## config.mk

```make
export PLATFORM = sky130hd
export DESIGN_NAME = range_sync_seq
export DESIGN_NICKNAME = d
export VERILOG_FILES = /design/src/rtl/rss_pkg.sv /design/src/rtl/rss_cursor.sv /design/src/rtl/rss_counter.sv /design/src/rtl/rss_fsm.sv /design/src/rtl/range_sync_seq.sv
export SDC_FILE = /design/constraint.sdc
export NUM_CORES = 1
export LEC_CHECK = 0
export BUFFER_PORTS_ARGS = -buffer_cell sky130_fd_sc_hd__buf_2
export CAP_MARGIN = 10
export CORE_AREA = 4 4 167 169
export CTS_BUF_LIST = sky130_fd_sc_hd__clkbuf_4 sky130_fd_sc_hd__clkbuf_8
export CTS_CLUSTER_DIAMETER = 30
export DETAILED_ROUTE_END_ITERATION = 16
export DIE_AREA = 0 0 171 173
export PLACE_DENSITY = 0.61
export SETUP_SLACK_MARGIN = 0.2
export SKIP_LAST_GASP = 1
export SYNTH_ARGS = -nofsm -noshare
export SYNTH_HDL_FRONTEND = slang
export SYNTH_SLANG_ARGS = --single-unit
```

## constraint.sdc

```tcl
create_clock -name clk -period 4.8 [get_ports clk]
set_clock_uncertainty 0.15 [all_clocks]
set_input_delay 0.24 -clock clk [delete_from_list [all_inputs] [get_ports clk]]
set_output_delay 0.24 -clock clk [all_outputs]
set_load 0.01 [all_outputs]
```

## src/rtl/rss_pkg.sv

```systemverilog
package rss_pkg;
  typedef enum logic [1:0] {
    ST_IDLE = 2'd0,
    ST_LINE = 2'd1,
    ST_BAR  = 2'd2
  } rss_state_t;
endpackage

```

## src/rtl/rss_cursor.sv

```systemverilog
module rss_cursor #(
  parameter int AW = 32,
  parameter int SW = 16
) (
  input  logic          clk,
  input  logic          rst,
  input  logic          load,
  input  logic          adv,
  input  logic [AW-1:0] start,
  input  logic [AW-1:0] len,
  input  logic [SW-1:0] step,
  output logic [AW-1:0] cur_addr,
  output logic          more
);
  localparam int XW   = AW + 1;
  localparam int PADW = XW - SW;

  logic [XW-1:0] cur_q;
  logic [XW-1:0] end_q;
  logic [SW-1:0] step_q;
  logic [XW-1:0] nxt;

  assign nxt      = cur_q + {{PADW{1'b0}}, step_q};
  assign more     = nxt < end_q;
  assign cur_addr = cur_q[AW-1:0];

  always_ff @(posedge clk) begin
    if (rst) begin
      cur_q  <= '0;
      end_q  <= '0;
      step_q <= '0;
    end else if (load) begin
      cur_q  <= {1'b0, start};
      end_q  <= {1'b0, start} + {1'b0, len};
      step_q <= step;
    end else if (adv) begin
      cur_q <= nxt;
    end
  end


  adv_fwd_chk: assert property (@(posedge clk) disable iff (rst)
    (adv && !load && step_q != '0) |=> (cur_q > $past(cur_q)));
endmodule

```

## src/rtl/rss_counter.sv

```systemverilog
module rss_counter #(
  parameter int CW = 16
) (
  input  logic          clk,
  input  logic          rst,
  input  logic          clr,
  input  logic          inc,
  output logic [CW-1:0] count
);
  always_ff @(posedge clk) begin
    if (rst || clr) count <= '0;
    else if (inc)   count <= count + 1'b1;
  end


  cnt_step_chk: assert property (@(posedge clk) disable iff (rst)
    (inc && !clr) |=> (count == $past(count) + 1'b1));

  cnt_clr_chk: assert property (@(posedge clk) disable iff (rst)
    clr |=> (count == '0));
endmodule

```

## src/rtl/rss_fsm.sv

```systemverilog
module rss_fsm
  import rss_pkg::*;
(
  input  logic       clk,
  input  logic       rst,
  input  logic       cmd_valid,
  input  logic       zero_cmd,
  input  logic       line_ack,
  input  logic       bar_ack,
  input  logic       abort,
  input  logic       more,
  output rss_state_t state,
  output logic       load,
  output logic       adv,
  output logic       clr,
  output logic       hz_clr,
  output logic       abort_err
);
  logic idle;
  assign idle = (state == ST_IDLE);
  assign clr  = idle && cmd_valid;
  assign load = idle && cmd_valid && !zero_cmd;
  assign adv  = (state == ST_LINE) && line_ack && !abort;

  always_ff @(posedge clk) begin
    if (rst) begin
      state     <= ST_IDLE;
      hz_clr    <= 1'b0;
      abort_err <= 1'b0;
    end else begin
      hz_clr    <= 1'b0;
      abort_err <= 1'b0;
      case (state)
        ST_IDLE: if (cmd_valid) begin
          if (zero_cmd) hz_clr <= 1'b1;
          else          state  <= ST_LINE;
        end
        ST_LINE: begin
          if (abort) begin
            state     <= ST_IDLE;
            abort_err <= 1'b1;
          end else if (line_ack && !more) begin
            state <= ST_BAR;
          end
        end
        ST_BAR: if (bar_ack) begin
          state  <= ST_IDLE;
          hz_clr <= 1'b1;
        end
        default: state <= ST_IDLE;
      endcase
    end
  end


  hz_single_chk: assert property (@(posedge clk) disable iff (rst)
    hz_clr |=> !hz_clr);

  err_single_chk: assert property (@(posedge clk) disable iff (rst)
    abort_err |=> !abort_err);

  abort_end_chk: assert property (@(posedge clk) disable iff (rst)
    (state == ST_LINE && abort) |=> (state == ST_IDLE && abort_err && !hz_clr));
endmodule

```

## src/rtl/range_sync_seq.sv

```systemverilog
module range_sync_seq
  import rss_pkg::*;
#(
  parameter int AW = 32,
  parameter int SW = 16,
  parameter int CW = 16
) (
  input  logic          clk,
  input  logic          rst,
  input  logic          cmd_valid,
  input  logic [AW-1:0] cmd_start,
  input  logic [AW-1:0] cmd_len,
  input  logic [SW-1:0] step_bytes,
  output logic          busy,
  output logic          line_req,
  output logic [AW-1:0] line_addr,
  input  logic          line_ack,
  output logic          bar_req,
  input  logic          bar_ack,
  input  logic          abort,
  output logic          hz_clr,
  output logic          abort_err,
  output logic [CW-1:0] line_count
);
  rss_state_t state;
  logic load, adv, clr, more, zero_cmd;

  assign zero_cmd = (cmd_len == '0) || (step_bytes == '0);

  rss_fsm u_fsm (
    .clk(clk), .rst(rst), .cmd_valid(cmd_valid), .zero_cmd(zero_cmd),
    .line_ack(line_ack), .bar_ack(bar_ack), .abort(abort), .more(more),
    .state(state), .load(load), .adv(adv), .clr(clr),
    .hz_clr(hz_clr), .abort_err(abort_err)
  );

  rss_cursor #(.AW(AW), .SW(SW)) u_cursor (
    .clk(clk), .rst(rst), .load(load), .adv(adv),
    .start(cmd_start), .len(cmd_len), .step(step_bytes),
    .cur_addr(line_addr), .more(more)
  );

  rss_counter #(.CW(CW)) u_count (
    .clk(clk), .rst(rst), .clr(clr), .inc(adv), .count(line_count)
  );

  assign busy     = (state != ST_IDLE);
  assign line_req = (state == ST_LINE);
  assign bar_req  = (state == ST_BAR);


  one_port_chk: assert property (@(posedge clk) disable iff (rst)
    !(line_req && bar_req));

  idle_quiet_chk: assert property (@(posedge clk) disable iff (rst)
    !busy |-> (!line_req && !bar_req));

  line_hold_chk: assert property (@(posedge clk) disable iff (rst)
    (line_req && !line_ack && !abort) |=> (line_req && $stable(line_addr)));

  bar_hold_chk: assert property (@(posedge clk) disable iff (rst)
    (bar_req && !bar_ack) |=> bar_req);

  busy_ignore_chk: assert property (@(posedge clk) disable iff (rst)
    (line_req && cmd_valid && !line_ack && !abort) |=> $stable(line_addr));
endmodule

```

== Yosys cells after proc, flatten, opt, wreduce, memory -nomap -nowiden ==
Index checks and enable logic that the tools add are counted.
Storage, ports and cells
  input port bits: 86
  output and inout bits: 53
  register bits after elaboration: 102
Operators by class
  $lt $le $gt $ge: 1
  equal/unequal tests: 6
  reductions and logical operators: 18
  add/subtract/negate cells: 3
  bitwise logic cells: 1
  multiplexer cells: 13
Operators with widths (number)
  2-to-1 mux 32 bit: 2
  adder 32 x 32 -> 33 bit: 1
  adder 33 x 16 -> 33 bit: 1
  less-than comparator 33 bit: 1
  logical NOT 32 bit: 1
  adder 16 x 1 -> 16 bit, second input constant: 1
  logical NOT 16 bit: 1
  2-to-1 mux 2 bit: 5
  case mux 2 bit (3 select lines): 1
  logical AND 1 bit: 5
  2-to-1 mux 1 bit: 4
  != test 2 bit, second input constant: 2
  AND reduction 4 bit: 1
  nonzero test 2 bit: 2
  OR reduction 2 bit: 2
  logical NOT 1 bit: 3
  != test 3 x 1 -> 1 bit, second input constant: 1
  equality test 2 x 1 -> 1 bit, second input constant: 1
  equality test 2 bit, second input constant: 1
  logical NOT 2 bit: 1
  logical OR 1 bit: 2
  != test 2 x 1 -> 1 bit, second input constant: 1
  case mux 1 bit (2 select lines): 1
  inverter 1 bit: 1

== Logic depth before layout (Yosys ltp) ==
Gate-level depths: netlist (run 1).
  depth after elaboration: 7
  mapped depth: 20

== By module ==
Synthesis (run 1) repeated with hierarchy kept, for this count alone.
Unflattened totals
  cells, all modules: 1038
  area, all modules: 8311.7 um2
By module, submodules not included
  rss_cursor: sequential area each 1641.6 um2, area an instance 7278.2 um2, instances 1, cells an instance 918
  rss_counter: sequential area each 320.3 um2, area an instance 716.9 um2, instances 1, cells an instance 81
  rss_fsm: sequential area each 80.1 um2, area an instance 192.7 um2, instances 1, cells an instance 20
  range_sync_seq: sequential area each 0.0 um2, area an instance 123.9 um2, instances 1, cells an instance 19

== Least setup slack after synthesis (run 1) ==
Ideal clock, no wire load.
  path type: register to register
  start: register u_cursor.cur_q[0]
  end: register u_fsm.state[1]
  data required time: 4533 ps
  setup slack: 847 ps
  stages on the path, launching flop included: 21
  data arrival time: 3687 ps
  period minus slack after synthesis: 3953 ps
  path through: dfxtp_1 ha_1 fa_1 a21o_1 a21oi_2 nand2b_4 a21oi_4 a211o_2 nand2_4 buf_6 nor2_1 xor2_1 ha_1 a21o_1 a21o_1 a21oi_1 nor2_1 a211oi_1 o211ai_1 o211a_1 a22o_1
Between the ends
  word-level cells in the longest chain between the ends: 6
RTL lines
  from (decl): RTL line rss_cursor.sv:18  | logic [XW-1:0] cur_q;
  from (signal assigned): RTL line rss_cursor.sv:33  | cur_q <= {1'b0, start};
  from (signal assigned): RTL line rss_cursor.sv:37  | cur_q <= nxt;
  adder 33 x 16 -> 33 bit: RTL line rss_cursor.sv:23  | assign nxt = cur_q + {{PADW{1'b0}}, step_q};
  less-than comparator 33 bit: RTL line rss_cursor.sv:24  | assign more = nxt < end_q;
  logical NOT 1 bit: RTL line rss_fsm.sv:42  | end else if (line_ack && !more) begin
  logical AND 1 bit: RTL line rss_fsm.sv:42
  != test 3 x 1 -> 1 bit (no line)
  AND reduction 4 bit (no line)
  to (signal assigned): RTL line rss_fsm.sv:40  | state <= ST_IDLE;
  to (signal assigned): RTL line rss_fsm.sv:43  | state <= ST_BAR;
  to (signal assigned): RTL line rss_fsm.sv:47  | state <= ST_IDLE;
  to (decl): RTL line rss_fsm.sv:12  | output rss_state_t state,
Every way passes these cells.
A chain may end at the register's enable or synchronous reset.

== Final worst setup path (run 1) ==
Same ends and word-level chain as after synthesis.

==> results.json, run 1 <==
{
  "drv_slew": 0,
  "clock_sinks": 102,
  "critPathRequiredTime_ps": 4940,
  "antennaDiodeCount": 0,
  "ios": 139,
  "dpl.cell_count": 1446,
  "setup_slack_ps": 541,
  "vias": 7908,
  "io_buffers": 138,
  "fin_crit_sh_pct": 88.7,
  "antenna_found_initial": 1,
  "cts_resized": 0,
  "tns_ps": 0,
  "clockRootBuffer": "clkbuf_8",
  "synth_seq_area_share_pct": 25.3,
  "grt_max_degree": 72,
  "cts_max_path_buffers": 2,
  "synth_top_area_cell": "dfxtp_1",
  "synth_edf_count": 0,
  "grt_setup_unrepaired": "false",
  "tightest_slew_ps": 1130,
  "syn_avg_cell_area_um2": 7.77,
  "grt_overflow_total": 0,
  "dr.first_iter.drc_count": 566,
  "final_common_cell": "nand2_1",
  "route.detailed.drc": 0,
  "syn_nets": 1207,
  "ir_drop_uv": 160,
  "max_freq_mhz": 235,
  "final_cell_mix": "nand2_1, buf_2, a21oi_1",
  "h-tree-depth": 3,
  "grt_pass1_wl_um": 40000,
  "finalHoldViolations": 0,
  "synth_area_um2": 8060,
  "globalRouteTotalUtil_pct": 16.7,
  "worstPathMaxFanout": 9,
  "status": "finished, final reports clean",
  "setup_viol": 0,
  "wl_per_cell_um": 16.9,
  "ys_types": 73,
  "layout-area-overhead-vs-synth_pct": 15.0,
  "initial_core_util_pct": 30.3,
  "pre_cts_ws_ps": 569,
  "synth_area_leaders": "dfxtp_1, ha_1, a21oi_1",
  "synth_cells": 1038,
  "cp-start-kind": "flop",
  "endpoint_kind": "flop",
  "leakage_nw": 3.99,
  "synthFlopType": "dfxtp_1",
  "clk_pin_slew_worst_paths_ps": 100,
  "power-per-cell-area_nw_per_um2": 254,
  "die_w_um": 171,
  "async_reset_ff_share_pct": 0,
  "final_layout_size_suffix_gt1_share_pct": 16.7,
  "fp-row-count": 60,
  "die-area_um2": 29600,
  "via_per_inst": 5.33,
  "min_path_type": "in2reg",
  "clk_latency_ps": 400,
  "instances_no_fill": 1485,
  "slew_headroom_pct": 24.4,
  "drt-total-wl_um": 25100,
  "die_h_um": 173,
  "synth.ff_latch_count": 102,
  "hpwl_um": 19600,
  "nNetsFinal": 1308,
  "drtAntennaViolNets": 0,
  "first_global_vias": 7601,
  "cts_tree": "done",
  "crit_type": "reg2reg",
  "synth_top_area_share_pct": 25.3,
  "coreArea_um2": 26600,
  "drtPass1Iterations": 5,
  "fin_crit_ps": 4260,
  "max-cap-violations": 0,
  "cp_data_arrival_time_ps": 4400,
  "place_congestion": 0.871,
  "yosysWarnings": 0,
  "cts-buffers-inserted": 9
}
worst max-delay path: stages, from the launching register on:
cell	delay [ps]
dfxtp_1	340
ha_1	240
fa_1	410
a21o_1	190
a21oi_2	170
nand2b_4	170
a21oi_4	70
a211o_2	390
nand2_4	140
nor2_1	70
xor2_1	140
ha_1	300
a21o_1	160
a21o_1	170
a21oi_1	130
nor2_1	50
a211oi_1	270
o211ai_1	150
o211a_1	260
a22o_1	200
kinds of logic after synthesis:
logic type	count (synthesis)	synth area share, %
simple gates	368	22.7
mux	5	0.621
fa+ha+maj	83	13.1
buf+inv	129	7.92
xor+xnor	56	6.08
flops	102	25.3
compound gates	295	24.3
metrics by stage:
| step | cell area (um^2) | hold slack [ps] | utilization [%] | power, W |
|---|---|---|---|---|
| 3_3_place_gp | 8810 | 290 | 33.1 | 0.00170 |
| 5_1_grt | 9270 | 21.0 | 34.9 | 0.00252 |
| 3_5_place_dp | 8810 | 294 | 33.1 | 0.00171 |
| 6_report | 9270 | 12.2 | 34.9 | 0.00236 |
| 2_1_floorplan | 8060 | 226 | - | 0.00151 |
| 4_1_cts | 9270 | 0.834 | 34.9 | 0.00238 |
sequential cells by signal (all words and copies together), names as in the netlist:
name,cells
u_count.count,16
u_cursor.cur_q,33
u_cursor.end_q,33
u_cursor.step_q,16
u_fsm.abort_err,1
u_fsm.hz_clr,1
u_fsm.state,2
where the power goes:
group	switching (W)	internal, W	total, W
combinational	0.000444	0.000311	0.000755
clock	0.000322	0.000323	0.000644
sequential	0.0000540	0.000906	0.000960
synthesized netlist by cell type, drive strengths merged (2+ instances only):
cell	instances
nand2	142
a21oi	114
dfxtp	102
ha	81
nor2	55
inv	51
buf	45
nand3	40
o21ai	38
clkbuf	33
xnor2	30
a31oi	29
a21o	26
xor2	26
a22oi	22
nand4	21
nor3	19
or3	18
nor4	16
and3	15
a211oi	11
nand2b	11
o211ai	10
o21a	9
and4	5
mux2i	5
or4	5
a32o	4
and2	4
nand3b	4
nor4b	4
o311ai	4
o31ai	4
a2111oi	3
a211o	3
a31o	3
nor2b	3
nor3b	3
fa	2
o2111ai	2
o211a	2
o21bai	2
layout make-up:
cell class | instances | area, um^2
Multi-Input combinational cell | 807 | 5390
Inverter | 51 | 191
Clock inverter | 5 | 81.3
Fill cell | 2852 | 17300
Sequential cell | 102 | 2040
Tap cell | 341 | 427
Clock buffer | 11 | 151
Timing Repair Buffer | 168 | 986
what timing repair did:
item / 4_1_cts / 5_1_grt
setup buffers: 0 / 0
hold buffers: 23 / 0
setup endpoints to repair: 0 / 0
hold endpoints to repair: 23 / 0
path summary, 6_finish.rpt:
kind	start	to	slack (ps)	cells after the start
setup reg to reg	u_cursor.cur_q[0]$_SDFFE_PP0P_	u_fsm.state[1]$_SDFFE_PP0P_	540	19
hold / removal	cmd_start[0]	u_cursor.cur_q[0]$_SDFFE_PP0P_	10	3
setup / recovery	u_cursor.cur_q[0]$_SDFFE_PP0P_	u_fsm.state[1]$_SDFFE_PP0P_	540	19
hold reg to reg	u_cursor.end_q[14]$_SDFFE_PP0P_	u_cursor.end_q[14]$_SDFFE_PP0P_	310	2
routing by layer:
metal | global-route usage (%) | vias up | wire, um
li1 | - | 3950 | -
met1 | 21.7 | 3678 | 11000
met2 | 28.2 | 241 | 12000
met3 | 3.73 | 37 | 1700
met4 | 4.06 | 2 | 427
met5 | 0 | - | 20
(Power assumes the default switching activity.)
==> inputs of run 2 (changes only) <==
- clock period: 4.8 -> 5.1 ns (I/O delays scaled with it)
==> run 2 against run 1 <==
Against the previous run:
- cell area is 0.22% lower
- non-clock buffer count rose by 2
- combinational power fell by 5.8%
- hold slack improved by 14 ps
- core utilization fell by 0.075 points
==> results.json, run 2 (synthesis results as in run 1) <==
{
  "die-area_um2": 29600,
  "place_area_um2": 8790,
  "min_from": "bar_ack",
  "slew_headroom_pct": 35.9,
  "die_w_um": 171,
  "cts_tree": "done",
  "coreArea_um2": 26600,
  "cp-startpoint": "u_cursor.cur_q[0]$_SDFFE_PP0P_",
  "critPathRequiredTime_ps": 5240,
  "antennaDiodeCount": 0,
  "first_global_vias": 7472,
  "tns_ps": 0,
  "fp-row-count": 60,
  "finalHoldViolations": 0,
  "max_freq_mhz": 223,
  "antenna_found_initial": 1,
  "worstReg2RegStart": "u_cursor.cur_q[0]$_SDFFE_PP0P_",
  "min_path_type": "in2reg",
  "max-cap-violations": 0,
  "status": "finished, final reports clean",
  "die_h_um": 173,
  "final_common_cell": "nand2_1",
  "grt_overflow_total": 0,
  "wl_per_cell_um": 16.8,
  "leakage_nw": 3.98,
  "route.detailed.drc": 0,
  "cp-start-kind": "flop",
  "ios": 139,
  "cts_max_path_buffers": 2,
  "largestRegisters": "u_cursor.cur_q: 33 flops, u_cursor.end_q: 33 flops",
  "cts_resized": 0,
  "place_congestion": 0.860,
  "h-tree-depth": 3,
  "nNetsFinal": 1310,
  "clk_pin_slew_worst_paths_ps": 100,
  "vias": 7874,
  "final_layout_size_suffix_gt1_share_pct": 16.7,
  "tightest_slew_ps": 959,
  "fin_crit_ps": 4480,
  "drv_slew": 0,
  "power-per-cell-area_nw_per_um2": 235,
  "clockRootBuffer": "clkbuf_8",
  "grt_pass1_wl_um": 39300,
  "drtPass1Iterations": 5,
  "final_cell_mix": "nand2_1, buf_2, a21oi_1",
  "drt-total-wl_um": 25000,
  "clock_sinks": 102,
  "rrSetupSlack_ps": 620,
  "via_per_inst": 5.30,
  "io_buffers": 138,
  "post_cts_buffers": 0,
  "drtAntennaViolNets": 0,
  "post-route-cell-area_um2": 9250,
  "crit_type": "reg2reg",
  "dr.first_iter.drc_count": 679,
  "initial_core_util_pct": 30.3,
  "clk_latency_ps": 410,
  "cp_data_arrival_time_ps": 4630,
  "post-route-util_pct": 34.8,
  "layout-area-overhead-vs-synth_pct": 14.7,
  "grt_max_degree": 67,
  "endpoint_kind": "flop",
  "hpwl_um": 19300,
  "grt_setup_unrepaired": "false",
  "ir_drop_uv": 130,
  "worstPathMaxFanout": 23,
  "fin_crit_sh_pct": 87.9,
  "setup_viol": 0,
  "cts-buffers-inserted": 9,
  "globalRouteTotalUtil_pct": 16.5
}
run 2: changes by cell type in the layout (fill, tap and decap cells not counted), sizes merged:
cell / change
bufinv: -1
clkbuf: -1
clkinv: -1
dlygate4sd3: +2
inv: +3
run 2: layer usage:
metal | share of wire [%] | track usage, % | vias up
met3 | 6.0 | 3.50 | 27
li1 | - | - | 3937
met2 | 47 | 27.3 | 223
met4 | 1.7 | 4.13 | 2
met5 | 0.028 | 0 | -
met1 | 45 | 21.9 | 3685
run 2: final timing paths:
check	end	depth (start not counted)
min	u_fsm.hz_clr$_SDFF_PP0_	3
min reg2reg	u_cursor.end_q[6]$_SDFFE_PP0P_	2
max	u_fsm.state[1]$_SDFFE_PP0P_	19
max reg2reg	u_fsm.state[1]$_SDFFE_PP0P_	19
run 2: final cells by class:
class                           instances  area [um^2]
Clock buffer                           10          131
Clock inverter                          6         68.8
Fill cell                            2883        17300
Inverter                               51          191
Multi-Input combinational cell        807         5400
Sequential cell                       102         2040
Tap cell                              341          427
Timing Repair Buffer                  170          993
run 2: timing repair:
| item | in CTS | in global routing |
|---|---|---|
| hold endpoints to repair | 25 | 0 |
| endpoints found under the setup margin | 0 | 0 |
| hold buffers | 25 | 0 |
run 2: power breakdown:
group	switching (W)	internal [W]
combinational	0.000418	0.000293
sequential	0.0000493	0.000852
clock	0.000323	0.000238
run 2: worst max-delay path, cell delays in order, from the launching register on:
cell	delay, ps
dfxtp_1	340
ha_1	240
fa_1	410
a21o_1	190
a21oi_2	170
nand2b_4	170
a21oi_4	80
a211o_2	380
nand2_4	240
nor2_1	100
xor2_1	150
ha_1	300
a21o_1	160
a21o_1	170
a21oi_1	150
nor2_1	60
a211oi_1	300
o211ai_1	180
o211a_1	260
a22o_1	200
run 2: stage by stage:
step / setup slack [ps] / cells / hold slack [ps] / total power [W]
final: 615 / 1487 / 25.9 / 0.00217
after global routing: 329 / 1487 / 20.8 / 0.00231
after CTS: 647 / 1486 / 4.61 / 0.00219
after detailed placement: 688 / 1445 / 296 / 0.00161
after global placement: 712 / 1445 / 290 / 0.00160
after floorplan: 1150 / 1038 / 241 / 0.00142
==> inputs of run 3 (changes only) <==
- PLACE_DENSITY: 0.61 -> 0.62
- clock period: 5.1 -> 3.8 ns (I/O delays scaled with it)
==> run 3 against run 2 <==
Against the previous run:
- sequential power is 34% higher
- critical path depth stayed put
- the flow now finishes with violations (negative setup slack)
- largest power group unchanged
- critical endpoint unchanged
- critical path type unchanged
- maximum frequency is 16% higher
==> results.json, run 3 (synthesis results as in run 1) <==
{
  "die_h_um": 173,
  "clock_sinks": 102,
  "place_congestion": 0.885,
  "intPower_w": 0.00186,
  "coreArea_um2": 26600,
  "critPathRequiredTime_ps": 3930,
  "fp-row-count": 60,
  "drtPass1Iterations": 5,
  "leakage_nw": 4.31,
  "nNetsFinal": 1376,
  "grt_max_degree": 55,
  "setup_slack_ps": -77.8,
  "cp_data_arrival_time_ps": 4010,
  "cp-start-kind": "flop",
  "setup_viol": 1,
  "route.detailed.drc": 0,
  "first_global_vias": 7788,
  "min_path_type": "in2reg",
  "pre_cts_ws_ps": -92.8,
  "grt_overflow_total": 0,
  "crit_type": "reg2reg",
  "cts-buffers-inserted": 9,
  "dr.first_iter.drc_count": 590,
  "status": "complete, but fails checks",
  "clockRootBuffer": "clkbuf_8",
  "fin_crit_sh_pct": 102,
  "die-area_um2": 29600,
  "slew_headroom_pct": 23.5,
  "clk_latency_ps": 400,
  "grt_pass1_wl_um": 40700,
  "cts_max_path_buffers": 2,
  "antenna_found_initial": 0,
  "worstPathMaxFanout": 4,
  "post-route-cell-area_um2": 9890,
  "drt-total-wl_um": 25800,
  "final_common_cell": "nand2_1",
  "ios": 139,
  "via_per_inst": 5.23,
  "tightest_slew_ps": 1140,
  "io_buffers": 138,
  "power-per-cell-area_nw_per_um2": 298,
  "grt_setup_unrepaired": "true",
  "initial_core_util_pct": 30.3,
  "switching_share_pct": 36.8,
  "final_layout_size_suffix_gt1_share_pct": 21.6,
  "fin_crit_ps": 3880,
  "cts_tree": "done",
  "clk_pin_slew_worst_paths_ps": 110,
  "failed_checks": "negative setup slack",
  "antennaDiodeCount": 0,
  "comb_power_share_pct": 35.3,
  "drv_slew": 0,
  "p_clk_share_pct": 23.7,
  "largestRegisters": "u_cursor.cur_q: 33 flops, u_cursor.end_q: 33 flops",
  "rrSetupSlack_ps": -80,
  "wl_per_cell_um": 16.6,
  "h-tree-depth": 3,
  "layout-area-overhead-vs-synth_pct": 22.7,
  "max_freq_mhz": 258,
  "max-cap-violations": 0,
  "place_area_um2": 9170,
  "drtAntennaViolNets": 0,
  "die_w_um": 171,
  "final_cell_mix": "nand2_1, buf_2, a21oi_1",
  "finalHoldViolations": 0,
  "hpwl_um": 19900,
  "p_sw_w": 0.00108,
  "seqPwrFrac_pct": 41.0,
  "endpoint_kind": "flop",
  "vias": 8118,
  "ir_drop_uv": 140,
  "globalRouteTotalUtil_pct": 16.9
}
## run 3: cell types whose count changed in the layout (fill, tap and decap cells not counted), moves of 3 or more
cell | previous run | this run
o21ai_1 | 4 | 7
a211oi_1 | 8 | 5
dfxtp_2 | 0 | 3
a211oi_2 | 3 | 6
dlygate4sd3_1 | 25 | 36
buf_4 | 7 | 58
dfxtp_1 | 102 | 99
o21ai_0 | 34 | 31
buf_12 | 0 | 3
## run 3: final timing paths
kind | from | end | cells after the start
max reg2reg | u_cursor.cur_q[0]$_SDFFE_PP0P_ | u_fsm.state[1]$_SDFFE_PP0P_ | 19
min reg2reg | u_cursor.end_q[22]$_SDFFE_PP0P_ | u_cursor.end_q[22]$_SDFFE_PP0P_ | 2
max | u_cursor.cur_q[0]$_SDFFE_PP0P_ | u_fsm.state[1]$_SDFFE_PP0P_ | 19
min | cmd_start[15] | u_cursor.cur_q[15]$_SDFFE_PP0P_ | 3
## run 3: critical path, cell delays in order, from the launching register on
cell and delay [ps]:
dfxtp_2 350, ha_4 160, fa_2 330, a21o_1 170, a21oi_2 140, nand2b_4 160
a21oi_4 70, a211o_4 360, nand2_4 100, nor2_4 50, xor2_1 140, ha_1 300
a21o_1 160, a21o_1 160, a21oi_2 110, nor2_1 60, a211oi_2 220, o211ai_1 120
o211a_1 270, a22o_1 210
## run 3: cell type report
cell class,count,area [um^2]
Inverter,51,191
Timing Repair Buffer,236,1560
Sequential cell,102,2050
Fill cell,2794,16700
Tap cell,341,427
Clock buffer,10,138
Multi-Input combinational cell,807,5480
Clock inverter,6,52.6
## run 3: per-layer routing
layer | track usage (%) | wire length [um] | vias up
met1 | 22.3 | 11800 | 3780
met2 | 28.4 | 12100 | 205
met3 | 1.74 | 1070 | 46
met4 | 6.17 | 771 | 0
met5 | 0 | 0 | -
li1 | - | - | 4087
## run 3: stage by stage
stage / total power [W] / hold WS [ps] / utilization (%) / std cells / TNS [ps]
3_5_place_dp: 0.00222 / 297 / 34.5 / 1487 / -184
6_report: 0.00294 / 35.2 / 37.2 / 1553 / -77.8
2_1_floorplan: 0.00191 / 168 / - / 1038 / -19.1
3_3_place_gp: 0.00220 / 290 / 34.5 / 1487 / -32.2
5_1_grt: 0.00312 / 31.2 / 37.2 / 1553 / -463
4_1_cts: 0.00295 / 3.91 / 37.0 / 1551 / -166
## run 3: power by group through the flow
stage                     logic (W)  clock network, W  registers [W]
after floorplan            0.000696                 0        0.00121
after global placement     0.000972                 0        0.00123
after detailed placement   0.000985                 0        0.00123
after CTS                   0.00103          0.000720        0.00121
after global routing        0.00116          0.000749        0.00122
final                       0.00104          0.000696        0.00121
## run 3: repair_timing
action | in CTS | in global routing
setup buffers | 12 | 2
endpoints found under the hold margin | 37 | 0
endpoints found under the setup margin | 2 | 2
gates resized for setup | 5 | 10
hold buffers | 36 | 0
pin swaps | 17 | 10
